`src/rtl/plb_pkg.sv`:
```
package plb_pkg;
  typedef enum logic {ST_IDLE, ST_BURST} state_e;

  localparam logic [1:0] SZ_WORD = 2'b00;
  localparam logic [1:0] SZ_HALF = 2'b01;
  localparam logic [1:0] SZ_BYTE = 2'b10;

  // Odd parity bit for one byte lane
  function automatic logic odd_bit(input logic [7:0] b);
    return ~^b;
  endfunction
endpackage

```
`src/rtl/plb_decode.sv`:
```
module plb_decode
  import plb_pkg::*;
#(
  parameter int DW    = 32,
  parameter int DEPTH = 16,
  parameter int AW    = 18,
  localparam int NL   = DW / 8,
  localparam int IW   = $clog2(DEPTH)
) (
  input  logic [AW-1:0] addr,
  input  logic [1:0]    size,
  input  logic          burst,
  output logic [0:NL-1] lane_en,
  output logic [IW-1:0] idx,
  output logic          dec_err,
  output logic          dec_retry
);
  localparam int LB = $clog2(NL);
  localparam logic [2:0] NLB = 3'(NL);
  localparam logic [AW-2:0] DEPTHW = (AW-1)'(DEPTH);

  logic [2:0]    nb;
  logic [2:0]    offx;
  logic [AW-2:0] widx;

  always_comb begin
    unique case (size)
      SZ_BYTE: nb = 3'd1;
      SZ_HALF: nb = 3'd2;
      SZ_WORD: nb = 3'd4;
      default: nb = 3'd0;
    endcase
    offx      = {1'b0, addr[1:0] & 2'(NL - 1)};
    widx      = addr[AW-2:0] >> LB;
    idx       = widx[IW-1:0];
    dec_retry = addr[AW-1];
    dec_err   = !dec_retry &&
                ((nb == 3'd0) || (nb > NLB) ||
                 ((offx & (nb - 3'd1)) != 3'd0) ||
                 (burst && (size != SZ_WORD)) ||
                 (widx >= DEPTHW));
    for (int i = 0; i < NL; i++)
      lane_en[i] = (3'(i) >= offx) && (3'(i) < (offx + nb));
  end
endmodule

```
`src/rtl/plb_parity.sv`:
```
module plb_parity
  import plb_pkg::*;
#(
  parameter int DW  = 32,
  localparam int NL = DW / 8
) (
  input  logic [0:DW-1] wdata,
  input  logic [0:NL-1] wpar,
  input  logic [0:NL-1] lane_en,
  input  logic [0:DW-1] rdata,
  output logic          par_bad,
  output logic [0:NL-1] rpar
);
  logic [0:NL-1] bad_l;

  for (genvar g = 0; g < NL; g++) begin : g_lane
    assign bad_l[g] = lane_en[g] && (odd_bit(wdata[8*g +: 8]) != wpar[g]);
    assign rpar[g]  = odd_bit(rdata[8*g +: 8]);
  end

  assign par_bad = |bad_l;
endmodule

```
`src/rtl/plb_regfile.sv`:
```
module plb_regfile #(
  parameter int DW    = 32,
  parameter int DEPTH = 16,
  localparam int NL   = DW / 8,
  localparam int IW   = $clog2(DEPTH)
) (
  input  logic          clk,
  input  logic          rst_n,
  input  logic          we,
  input  logic [0:NL-1] lane_we,
  input  logic [IW-1:0] idx,
  input  logic [0:DW-1] wdata,
  output logic [0:DW-1] rdata
);
  logic [0:DW-1] mem_q [DEPTH];

  always_ff @(posedge clk or negedge rst_n) begin
    if (!rst_n) begin
      for (int w = 0; w < DEPTH; w++) mem_q[w] <= '0;
    end else if (we) begin
      for (int l = 0; l < NL; l++)
        if (lane_we[l]) mem_q[idx][8*l +: 8] <= wdata[8*l +: 8];
    end
  end

  assign rdata = mem_q[idx];

  // A write always touches at least one lane
  p_we_lanes_r3: assert property (@(posedge clk) disable iff (!rst_n)
    we |-> (lane_we != '0));
endmodule

```
`src/rtl/plb_slave.sv`:
```
module plb_slave
  import plb_pkg::*;
#(
  parameter int DW    = 32,
  parameter int DEPTH = 16,
  parameter int AW    = 18
) (
  input  logic            clk,
  input  logic            rst_n,
  input  logic            start_n,
  input  logic            wr,
  input  logic [AW-1:0]   addr,
  input  logic [1:0]      tsize,
  input  logic            burst_n,
  input  logic            cont,
  input  logic [0:DW-1]   wdata,
  input  logic [0:DW/8-1] wpar,
  output logic [0:DW-1]   rdata,
  output logic [0:DW/8-1] rpar,
  output logic            ack_n,
  output logic            err_n,
  output logic            retry_n
);
  localparam int NL = DW / 8;
  localparam int IW = $clog2(DEPTH);

  // Reset: asserted asynchronously, released through two flops
  logic rs1_q, rst_s;
  always_ff @(posedge clk or negedge rst_n) begin
    if (!rst_n) begin
      rs1_q <= 1'b0;
      rst_s <= 1'b0;
    end else begin
      rs1_q <= 1'b1;
      rst_s <= rs1_q;
    end
  end

  state_e        state_q, state_d;
  logic [1:0]    beat_q, beat_d;
  logic [AW-1:0] base_q, base_d;
  logic          bwr_q, bwr_d;
  logic          ack_q, ack_d, err_q, err_d, rty_q, rty_d;
  logic [0:DW-1] rdata_q;

  logic          idle, valid, cur_wr, cur_burst, ok, we, rd_en;
  logic [1:0]    cur_size;
  logic [AW-1:0] cur_addr;
  logic [0:NL-1] lane_en;
  logic [IW-1:0] idx;
  logic          dec_err, dec_retry, par_bad;
  logic [0:DW-1] rf_rdata;

  always_comb begin
    idle      = (state_q == ST_IDLE);
    valid     = idle ? !start_n : cont;
    cur_wr    = idle ? wr : bwr_q;
    cur_size  = idle ? tsize : SZ_WORD;
    cur_burst = idle ? !burst_n : 1'b1;
    cur_addr  = idle ? addr
                     : {base_q[AW-1:4], 2'(base_q[3:2] + beat_q), base_q[1:0]};
  end

  plb_decode #(.DW(DW), .DEPTH(DEPTH), .AW(AW)) u_dec (
    .addr(cur_addr), .size(cur_size), .burst(cur_burst),
    .lane_en(lane_en), .idx(idx), .dec_err(dec_err), .dec_retry(dec_retry)
  );

  plb_parity #(.DW(DW)) u_par (
    .wdata(wdata), .wpar(wpar), .lane_en(lane_en), .rdata(rdata_q),
    .par_bad(par_bad), .rpar(rpar)
  );

  plb_regfile #(.DW(DW), .DEPTH(DEPTH)) u_rf (
    .clk(clk), .rst_n(rst_s), .we(we), .lane_we(lane_en), .idx(idx),
    .wdata(wdata), .rdata(rf_rdata)
  );

  // Next-state logic
  always_comb begin
    ok      = valid && !dec_retry && !dec_err && !(cur_wr && par_bad);
    we      = ok && cur_wr;
    rd_en   = ok && !cur_wr;
    ack_d   = !ok;
    err_d   = !(valid && !dec_retry && !ok);
    rty_d   = !(valid && dec_retry);
    state_d = state_q;
    beat_d  = beat_q;
    base_d  = base_q;
    bwr_d   = bwr_q;
    if (idle) begin
      if (ok && cur_burst) begin
        state_d = ST_BURST;
        beat_d  = 2'd1;
        base_d  = addr;
        bwr_d   = wr;
      end
    end else if (!ok || beat_q == 2'd3) begin
      state_d = ST_IDLE;
      beat_d  = 2'd0;
    end else begin
      beat_d = beat_q + 2'd1;
    end
  end

  // Registers
  always_ff @(posedge clk or negedge rst_s) begin
    if (!rst_s) begin
      state_q <= ST_IDLE;
      beat_q  <= 2'd0;
      base_q  <= '0;
      bwr_q   <= 1'b0;
      ack_q   <= 1'b1;
      err_q   <= 1'b1;
      rty_q   <= 1'b1;
      rdata_q <= '0;
    end else begin
      state_q <= state_d;
      beat_q  <= beat_d;
      base_q  <= base_d;
      bwr_q   <= bwr_d;
      ack_q   <= ack_d;
      err_q   <= err_d;
      rty_q   <= rty_d;
      if (rd_en) rdata_q <= rf_rdata;
    end
  end

  assign rdata   = rdata_q;
  assign ack_n   = ack_q;
  assign err_n   = err_q;
  assign retry_n = rty_q;

  p_one_resp_r12: assert property (@(posedge clk) disable iff (!rst_s)
    $countones({!ack_n, !err_n, !retry_n}) <= 1);

  p_retry_src_r10: assert property (@(posedge clk) disable iff (!rst_s)
    !retry_n |-> $past(!start_n && state_q == ST_IDLE && addr[AW-1]));

  p_ack_has_req_r2: assert property (@(posedge clk) disable iff (!rst_s)
    !ack_n |-> $past(!start_n || state_q == ST_BURST));

  p_abort_quiet_r9: assert property (@(posedge clk) disable iff (!rst_s)
    (state_q == ST_BURST && !cont) |=> (ack_n && err_n && state_q == ST_IDLE));

  p_write_acked_r6: assert property (@(posedge clk) disable iff (!rst_s)
    we |=> !ack_n);
endmodule

```
`config.mk`:
```
export PLATFORM = sky130hd
export DESIGN_NAME = plb_slave
export DESIGN_NICKNAME = d
export VERILOG_FILES = /design/src/rtl/plb_pkg.sv /design/src/rtl/plb_decode.sv /design/src/rtl/plb_parity.sv /design/src/rtl/plb_regfile.sv /design/src/rtl/plb_slave.sv
export SDC_FILE = /design/constraint.sdc
export NUM_CORES = 1
export LEC_CHECK = 0
export BUFFER_PORTS_ARGS = -buffer_cell sky130_fd_sc_hd__buf_2
export CORE_UTILIZATION = 60
export DETAILED_ROUTE_END_ITERATION = 12
export GPL_TIMING_DRIVEN = 0
export PLACE_DENSITY = 0.85
export SLEW_MARGIN = 20
export SYNTH_ARGS = -nofsm -noshare
export SYNTH_HDL_FRONTEND = slang
export SYNTH_SLANG_ARGS = --single-unit
```
`constraint.sdc`:
```
create_clock -name clk -period 24.4 [get_ports clk]
set_input_delay 4.88 -clock clk [delete_from_list [all_inputs] [get_ports clk]]
set_output_delay 4.88 -clock clk [all_outputs]
set_load 0.05 [all_outputs]
```
==> results.txt, run 1 <==
The flow ran to the end, and the final reports show no timing, DRC or antenna violations. The run gives 5 as the number of iterations in the first detailed-routing pass. Across every metal layer, demand over resource in global routing totals 32.4%. The number of buffers inserted by hold repair at cts is 0. The net count of the finished layout is 2159.

The congestion estimate from routability-driven global placement came to 0.958. The endpoint kind of the worst setup timing path is a flop. The number of endpoints with negative hold slack in the final report was 0. STA classifies the critical path startpoint as a primary input. The count of nets left with antenna violations once routing finished came out at 0. The leakage dissipation is 15.3 nW. The share of total power dissipated in the clock network is 45.0%. In the synthesized netlist the dominant register cell turns out to be sky130_fd_sc_hd__dfrtp_1.

Once layout is complete, the cells apart from fillers number 2731. Between clock sinks in the finished design, the worst skew comes to 0.0157 ns. The measured slew at the worst slew-check pin was 1.13 ns. Measured against its own limit, the worst slew margin works out to 24.7%. Summing the areas of all and, or, nand and nor instances in the mapped netlist gives 7.14% of the synthesized area.

The number of global-route vias before repair was 19300. VDD sags by at most 0.0000638 V. The first-pass GRT wire length was 115000 um. The floorplan step defined a core boundary enclosing 45500 sq um. Data on the critical path arrives at its endpoint at 8.98 ns. Dividing the detail-routed via count by the number of cells gives 6.60. The logs give 1686 for the starting DRC count in detailed routing and 51.6% for the sequential-to-total area share from yosys stat. In this run the power spent charging and discharging nets is 0.509 mW. The largest net degree at the start of global routing came out at 63. In this run the cell area of the synthesized design comes to 27700 sq um. The signal on the critical path passes through buf_2, nand2b_1, inv_1, ha_1, ha_1, fa_1, xor2_1, o211ai_1, nor2_2, nand4_2, mux2_2.

Yosys mapped the design onto 62 distinct sky130hd cell types. The logs give 68.4% for the utilization after layout and 3 for the maximum number of buffers from clock root to sink. The later pin in the worst-skew pair is clocked with a latency of 0.62 ns.

The largest individual stage delay along the critical path comes from the cell sky130_fd_sc_hd__nor2_2. The reported max-cap violation count is 0, and the clock transition at the registers of the reported paths is 0.06 ns. Derived from the worst setup path, the maximum achievable clock frequency is 0.118 GHz.

In this run, placement finished with an instance count of 2629. The mux contribution to synthesized area was 30.9%. The synthesized design devotes to its leading area cell type 51.3% of total area. The tools report the worst hold margin as 0.291 ns.

The run gives 0 as the number of antenna violations at the first check in global routing. The instance count of the mapped netlist is 1949. The fraction of final layout cells sized beyond drive strength 1 is 38.2%. Of the total synthesized cell area, the portion taken by full adders, half adders and majority gates is 0.479%. The switching part of the total power is 24.4%, and the number of synthesized register bits is 571. Buffers inserted during clock tree synthesis total 56. The start-to-end type of the worst setup path was primary input to flop.

After detailed routing, the number of remaining DRC violations is 0. The run gives 60.9% as the initial standard-cell utilization of the core. The critical path contains buffers and inverters numbering 2 combined. The post-detailed-routing wire length was 74200 um; the placed wire-length estimate was 49700 um.

From bottom edge to top edge, the die measures 217 um. Of the available clock period, the critical path in the final layout requires 34.8%. The kind of cell with the highest combined delay along the critical path is simple AND/OR/NAND/NOR gates. Dividing the synthesized area by the synthesized cell count gives 14.2 sq um. The tools report the clock sink count as 571.

Setup repair after global routing left no endpoint under its margin. For this run, the slowest stage of the critical path takes 0.70 ns. The sequential fraction of design power was 45.7%; the width of the die was 217 um. In the synthesized netlist the async set-or-reset flop fraction comes to 100%.

The total overflow left after global routing is 0. Yosys mapped a number of flops with a built-in enable equal to 0. The floorplan has 78 rows. Setup violations remaining at the end of the flow were counted as 0.

The floorplan step defined a die boundary enclosing 47100 sq um. CTS built an H-tree with a depth of 2. Among the stages of the critical path, the cell type that occurs most often is sky130_fd_sc_hd__ha_1. After synthesis, the cell types taking the most area are sky130_fd_sc_hd__dfrtp_1 (51%), sky130_fd_sc_hd__mux2_2 (18%), sky130_fd_sc_hd__mux4_2 (5.2%), sky130_fd_sc_hd__mux2i_1 (4.8%), sky130_fd_sc_hd__nand4_4 (2.8%). In this run the worst path has a maximum fanout of 9. The run gives 0 as the count of final max-slew check failures.

STA puts the critical path data required time at 24.89 ns. During synthesis, Yosys emitted a total of 0 warnings. In this run the clock root is driven by a sky130_fd_sc_hd__clkbuf_16. The area share of xor/xnor cells in the synthesized design came out at 2.16%. Detailed routing inserted a total of 18000 vias. The tools report the combinational share of power as 9.3%.

The dominant combinational cell family by area after synthesis was multiplexers. The number of nets in the synthesized netlist is 2021. The fraction of the mapped netlist area in compound gates works out to 4.94%. The time the worst path needs with I/O delays and setup was 8.49 ns. In this run the power density over the cells is 66.9 nW/um^2. Input and output buffers added on the ports amount to 68. Overall power consumption after layout is estimated at 2.08 mW. The setup TNS after final layout was 0 ns.

The tools report the internal power consumption as 1.57 mW. Classification of the worst-slack hold path: flop to async pin. The final routed wire length divided by cell count came out at 27.2 um.

The largest total area in the synthesized netlist belongs to sky130_fd_sc_hd__dfrtp_1. The repair_antennas step left the layout with diodes totalling 0. The number of ports placed on the die boundary came out at 101. Buffers added to address setup during post-CTS repair amount to 0.

Compared with the post-synthesis result, the final layout area differs by 12.3%. TritonCTS built the clock tree. Gates resized during post-CTS repair numbered 0.
Yosys cell counts (12+ instances only):
cell and instances:
sky130_fd_sc_hd__nand4_2 27, sky130_fd_sc_hd__a221oi_1 36, sky130_fd_sc_hd__a22oi_1 64, sky130_fd_sc_hd__nor3_1 25, sky130_fd_sc_hd__mux2_1 68, sky130_fd_sc_hd__clkbuf_1 92, sky130_fd_sc_hd__nand2_1 53, sky130_fd_sc_hd__mux2i_1 134
sky130_fd_sc_hd__dfrtp_1 568, sky130_fd_sc_hd__a21boi_0 12, sky130_fd_sc_hd__mux2_2 446, sky130_fd_sc_hd__a31oi_1 33, sky130_fd_sc_hd__nor2_1 58, sky130_fd_sc_hd__nand4_4 37, sky130_fd_sc_hd__mux4_2 64, sky130_fd_sc_hd__buf_2 30
sky130_fd_sc_hd__buf_1 19, sky130_fd_sc_hd__xnor2_1 42
logic make-up after synthesis:
family,count (synthesis)
XOR/XNOR,57
AND/OR/NAND/NOR,251
flip-flops,571
multiplexers,712
buffers and inverters,167
AO/OA/AOI/OAI,180
adder cells (fa/ha/maj),10
other,1
layout by cell type (no fill, tap or decap), drive strengths merged, types with 5 or more instances in the layout:
| cell | Yosys | routed |
|---|---|---|
| dfrtp | 568 | 568 |
| mux2 | 514 | 514 |
| clkbuf | 94 | 172 |
| buf | 63 | 143 |
| mux2i | 134 | 134 |
| nand4 | 70 | 70 |
| a22oi | 64 | 64 |
| mux4 | 64 | 64 |
| nor2 | 61 | 61 |
| nand2 | 53 | 53 |
| xnor2 | 42 | 42 |
| a221oi | 36 | 36 |
| a31oi | 33 | 33 |
| nor3 | 25 | 25 |
| clkinv | 0 | 13 |
| a21boi | 12 | 12 |
| inv | 10 | 10 |
| bufinv | 0 | 10 |
| and2 | 9 | 9 |
| ha | 9 | 9 |
| nand3 | 8 | 8 |
| xor2 | 8 | 8 |
| o21ai | 7 | 7 |
| nand2b | 5 | 5 |
| nor4 | 5 | 5 |
| xnor3 | 5 | 5 |
| and3 | 5 | 5 |
per-layer routing:
metal | vias up | part of all wire (%) | global-route usage, % | wire length (um)
li1 | 7580 | - | - | -
met3 | 232 | 6.3 | 5.97 | 4700
met5 | - | 0 | 0 | 0
met1 | 9465 | 40 | 41.7 | 29500
met4 | 0 | 4.6 | 14.7 | 3430
met2 | 760 | 49 | 53.8 | 36600
state kept, by name (all words and copies together), names as in the netlist:
name and flops:
rst_s 1, rdata 32, beat_q 2, err_n 1, rs1_q 1, retry_n 1, u_rf.mem_q 512, ack_n 1
base_q 18, state_q 1, bwr_q 1
area by class of cell:
cell class                 count  area [sq um]
buffer                       157           734
sequential                   571         14300
tap                          600           751
inverter                      10          37.5
fill                        3081         14400
clock inverter                24           373
timing repair buffer          80           616
multi-input combinational   1211         12700
clock buffer                  78          1640
power groups by stage:
stage	Combinational, mW	Sequential [mW]	Clock (mW)
detailed placement	0.192	0.969	0
global route	0.206	0.951	0.979
floorplan	0.116	0.985	0
CTS	0.193	0.951	0.942
finish	0.194	0.951	0.938
global placement	0.167	0.986	0
metrics by stage:
step | setup WS (ns) | instance area (sq um)
2_1_floorplan | 7.31 | 27700
3_3_place_gp | 2.50 | 28800
3_5_place_dp | 15.35 | 29100
4_1_cts | 16.00 | 31100
5_1_grt | 15.68 | 31100
6_report | 15.91 | 31100
final timing paths:
check	cells past startpoint	to	start	slack, ns
max in group asynchronous	1	rst_s	rst_n	20.24
worst min register to register	0	u_rf.mem_q[4]	rst_s	0.29
worst max register to register	13	u_rf.mem_q[45]	state_q	18.71
min in group clk	0	rst_s	rs1_q	0.35
worst max-delay path	11	u_rf.mem_q[45]	tsize[1]	15.91
worst min-delay path	0	u_rf.mem_q[4]	rst_s	0.29
(Power assumes the default switching activity.)
==> run 2: changes to the inputs <==
- clock period: 24.4 -> 7.96 ns (I/O delays scaled with it)
==> results.txt, run 2 (synthesis results as in run 1) <==
The flow ran to the end, and the final reports show no timing, DRC or antenna violations. The number of CTS-inserted buffers was 57 (+1.8%); the vias after detailed routing was 17900 (-0.52%). The largest net degree at the start of global routing is 62 (-1.6%), and the placed wire-length estimate is 49400 um (-0.52%).

For the total congestion overflow after global routing, the log shows 0 (unchanged). Switching part of the total power: 24.9% (+0.43 points). The cell sitting at the root of the clock tree is a sky130_fd_sc_hd__clkbuf_16. The logs give 0.0243 ns (+0.00852 ns) for the setup clock skew after layout and 19300 (-0.32%) for the number of global-route vias before repair. The worst setup path is captured at a flop. The run gives 1.56 mW (+210%) as the switching power. Based on the critical path, the design can be clocked at up to 0.174 GHz. Broken down by cell family, the worst path's largest delay share belongs to buffers and inverters.

The worst flop-to-flop path endpoint was u_rf.mem_q[51]. The number of ports placed on the die boundary is 101 (unchanged), and the fraction of final layout cells sized beyond drive strength 1 is 37.9% (-0.28 points). The count of input and output buffers is 68 (unchanged). The slowest stage of the critical path is the sky130_fd_sc_hd__o21ai_1 cell. The via density per instance is 6.58 (-0.41%), and the reported max-cap violation count is 0 (unchanged). The filler cell count was 3091 (+0.32%). The first-pass GRT wire length is 115000 um (+0.33%).

The run gives 74500 um (+0.31%) as the post-detailed-routing wire length. The die boundary height was 217 um (unchanged). The tools report the number of nets in the finished design as 2159 (unchanged). Count of buffer and inverter cells on the critical path: 7 (+5). STA classifies the critical path startpoint as a flop. The clock latency reported for the late side of the worst-skew pair came out at 0.62 ns (about the same).

The run gives 29.0% (+4.3 points) as the worst max-slew margin expressed relative to the limit. The largest voltage drop on the vdd net was 0.000150 V (+130%); the number of antenna-violating nets in the routed design was 0 (unchanged). The setup TNS after final layout was 0 ns (unchanged); the measured slew at the worst slew-check pin was 1.07 ns (-0.0643 ns). The number of buffers inserted by hold repair at cts was 0 (unchanged); the worst-case register-to-register setup slack was 2.20 ns (-16.51 ns). Placer congestion estimate: 0.969 (+1.1%). Number of iterations in the first detailed-routing pass: 7 (+2). The run gives 0 (unchanged) as the count of final max-slew check failures. The sequential fraction of design power came out at 46.6% (+0.9 points).

The run gives 47100 sq um (unchanged) as the total die area. The logs give 0 (unchanged) for the number of diodes and 6.24 ns (-2.74 ns) for the arrival time at the worst endpoint. Setup repair after global routing left no endpoint under its margin. The maximum number of buffers from clock root to sink came out at 3 (unchanged).

Internal power consumption: 4.70 mW (+200%). The initial standard-cell utilization of the core was 60.9% (unchanged). For the starting DRC count in detailed routing, the log shows 1490 (-12%). The time the worst path needs with I/O delays and setup is 5.76 ns, and the leakage dissipation is 15.2 nW (-0.39%).

The combinational share of power was 9.5% (+0.2 points); the worst stage delay on the critical path was 0.80 ns (+0.10 ns). The total routing usage reported by global routing came out at 32.5% (+0.051 points). The portion of total power attributed to the clock network came out at 43.9% (-1.1 points).

The library cell used most frequently in the layout, excluding fill and tap cells, is sky130_fd_sc_hd__dfrtp_1. The start-to-end type of the worst setup path was flop to flop. The critical path goes through buf_4, buf_2, clkbuf_1, nand2b_1, inv_1, ha_1, ha_1, fa_1, xor2_1, o21ai_1, inv_1, a222oi_1, buf_2, buf_4, nand4_2, mux2_2.

Number of setup violations in the final report: 0 (unchanged). The setup slack at placement was 2.12 ns (-13.23 ns); the clock transition at the registers of the reported paths was 0.06 ns (about the same). The remaining design rule violation count was 0 (unchanged); the final routed wire length divided by cell count was 27.3 um (+0.42%).

The width of the die is 217 um (unchanged), and the number of antenna violations at the first check in global routing is 0 (unchanged). The sequential cell area is 14300 sq um (unchanged). Leaving out fill and tap cells, the most frequent cells in the layout are sky130_fd_sc_hd__dfrtp_1 (567), sky130_fd_sc_hd__mux2_2 (446), sky130_fd_sc_hd__mux2i_1 (133), sky130_fd_sc_hd__clkbuf_1 (101), sky130_fd_sc_hd__buf_2 (98). The tools report the multi-input gate area in the final layout as 12700 sq um (unchanged). The relative area change from synthesis to final layout was 11.9%. The H-tree depth was 2 (unchanged). The required time of the critical path came out at 8.44 ns (-16.45 ns). Final period utilization: 72.4%. The post-cts sizing count is 0 (unchanged). The power density of the placed cells is 202 nW/um^2 (+200%). The top register by number of flip-flops was u_rf.mem_q.

Classification of the worst-slack hold path: flop to async pin. The maximum fanout along the worst path is 10 (+1), and the clock sink count is 571 (unchanged). Number of standard-cell rows in the floorplan: 78 (unchanged). The buffer count from post-CTS setup fixing is 0 (unchanged), and the length in cells of the worst reg-to-reg path is 16 (+3). In this run the critical register-to-register path is launched from state_q. The number of endpoints with negative hold slack in the final report was 0 (unchanged); the setup slack after layout was 2.20 ns (-13.71 ns). TritonCTS built the clock tree. For the total core area, the log shows 45500 sq um (unchanged). Number of flip-flops in the largest register: 512 (unchanged).
## run 2: cell count changes in the layout (fill, tap and decap cells not counted)
cell                         delta
sky130_fd_sc_hd__clkinvlp_4     +1
sky130_fd_sc_hd__clkinv_2       -5
sky130_fd_sc_hd__inv_6          +1
sky130_fd_sc_hd__bufinv_16      -5
sky130_fd_sc_hd__buf_4          -2
sky130_fd_sc_hd__buf_12         +2
sky130_fd_sc_hd__clkbuf_16      +2
sky130_fd_sc_hd__buf_16         -1
sky130_fd_sc_hd__clkbuf_1       +4
## run 2: area by class of cell
| cell class | instances | area share [%] |
|---|---|---|
| inverters | 10 | 0.121 |
| clock buffers | 84 | 5.48 |
| well taps | 600 | 2.42 |
| flip-flops and latches | 571 | 46.1 |
| repair buffers | 79 | 1.98 |
| plain buffers | 157 | 2.37 |
| multi-input cells | 1211 | 40.9 |
| clock inverters | 16 | 0.690 |
## run 2: worst max path at each step
stage          startpoint             end  cells past startpoint
4_1_cts           state_q  u_rf.mem_q[54]                     16
3_5_place_dp     tsize[1]  u_rf.mem_q[45]                     14
5_1_grt           state_q  u_rf.mem_q[35]                     16
6_report          state_q  u_rf.mem_q[51]                     16
3_3_place_gp        rst_s  u_rf.mem_q[52]                      0
2_1_floorplan       rst_s       base_q[0]                      0
## run 2: power by group through the flow
| stage | logic [mW] | registers (mW) | clock network (mW) |
|---|---|---|---|
| 4_1_cts | 0.592 | 2.92 | 2.76 |
| 5_1_grt | 0.633 | 2.91 | 2.89 |
| 3_3_place_gp | 0.508 | 3.02 | 0 |
| 3_5_place_dp | 0.589 | 2.97 | 0 |
| 6_report | 0.597 | 2.91 | 2.75 |
| 2_1_floorplan | 0.355 | 3.02 | 0 |
## run 2: worst reg2reg max path: stages (launching register included)
cell and delay [ns]:
sky130_fd_sc_hd__dfrtp_1 0.52, sky130_fd_sc_hd__buf_4 0.26, sky130_fd_sc_hd__buf_2 0.30, sky130_fd_sc_hd__clkbuf_1 0.38, sky130_fd_sc_hd__nand2b_1 0.25, sky130_fd_sc_hd__inv_1 0.10, sky130_fd_sc_hd__ha_1 0.23, sky130_fd_sc_hd__ha_1 0.23
sky130_fd_sc_hd__fa_1 0.44, sky130_fd_sc_hd__xor2_1 0.28, sky130_fd_sc_hd__o21ai_1 0.80, sky130_fd_sc_hd__inv_1 0.12, sky130_fd_sc_hd__a222oi_1 0.31, sky130_fd_sc_hd__buf_2 0.21, sky130_fd_sc_hd__buf_4 0.23, sky130_fd_sc_hd__nand4_2 0.51
sky130_fd_sc_hd__mux2_2 0.48
## run 2: per-layer routing
| metal | vias to the layer above | track usage, % | wire length, um |
|---|---|---|---|
| li1 | 7574 | - | - |
| met1 | 9445 | 41.7 | 29300 |
| met2 | 731 | 53.9 | 37000 |
| met3 | 194 | 5.83 | 5020 |
| met4 | 0 | 14.8 | 3130 |
| met5 | - | 0 | 0 |
## run 2: through the flow
step | utilization (%) | power [mW] | cell area, sq um | hold WS (ns) | cells
floorplan | - | 3.37 | 27700 | 0.331 | 1949
global placement | 63.3 | 3.53 | 28800 | 0.337 | 2617
detailed placement | 64.0 | 3.56 | 29100 | 0.243 | 2628
CTS | 68.2 | 6.27 | 31000 | 0.250 | 2728
global route | 68.2 | 6.43 | 31000 | 0.265 | 2728
finish | 68.2 | 6.26 | 31000 | 0.235 | 2728
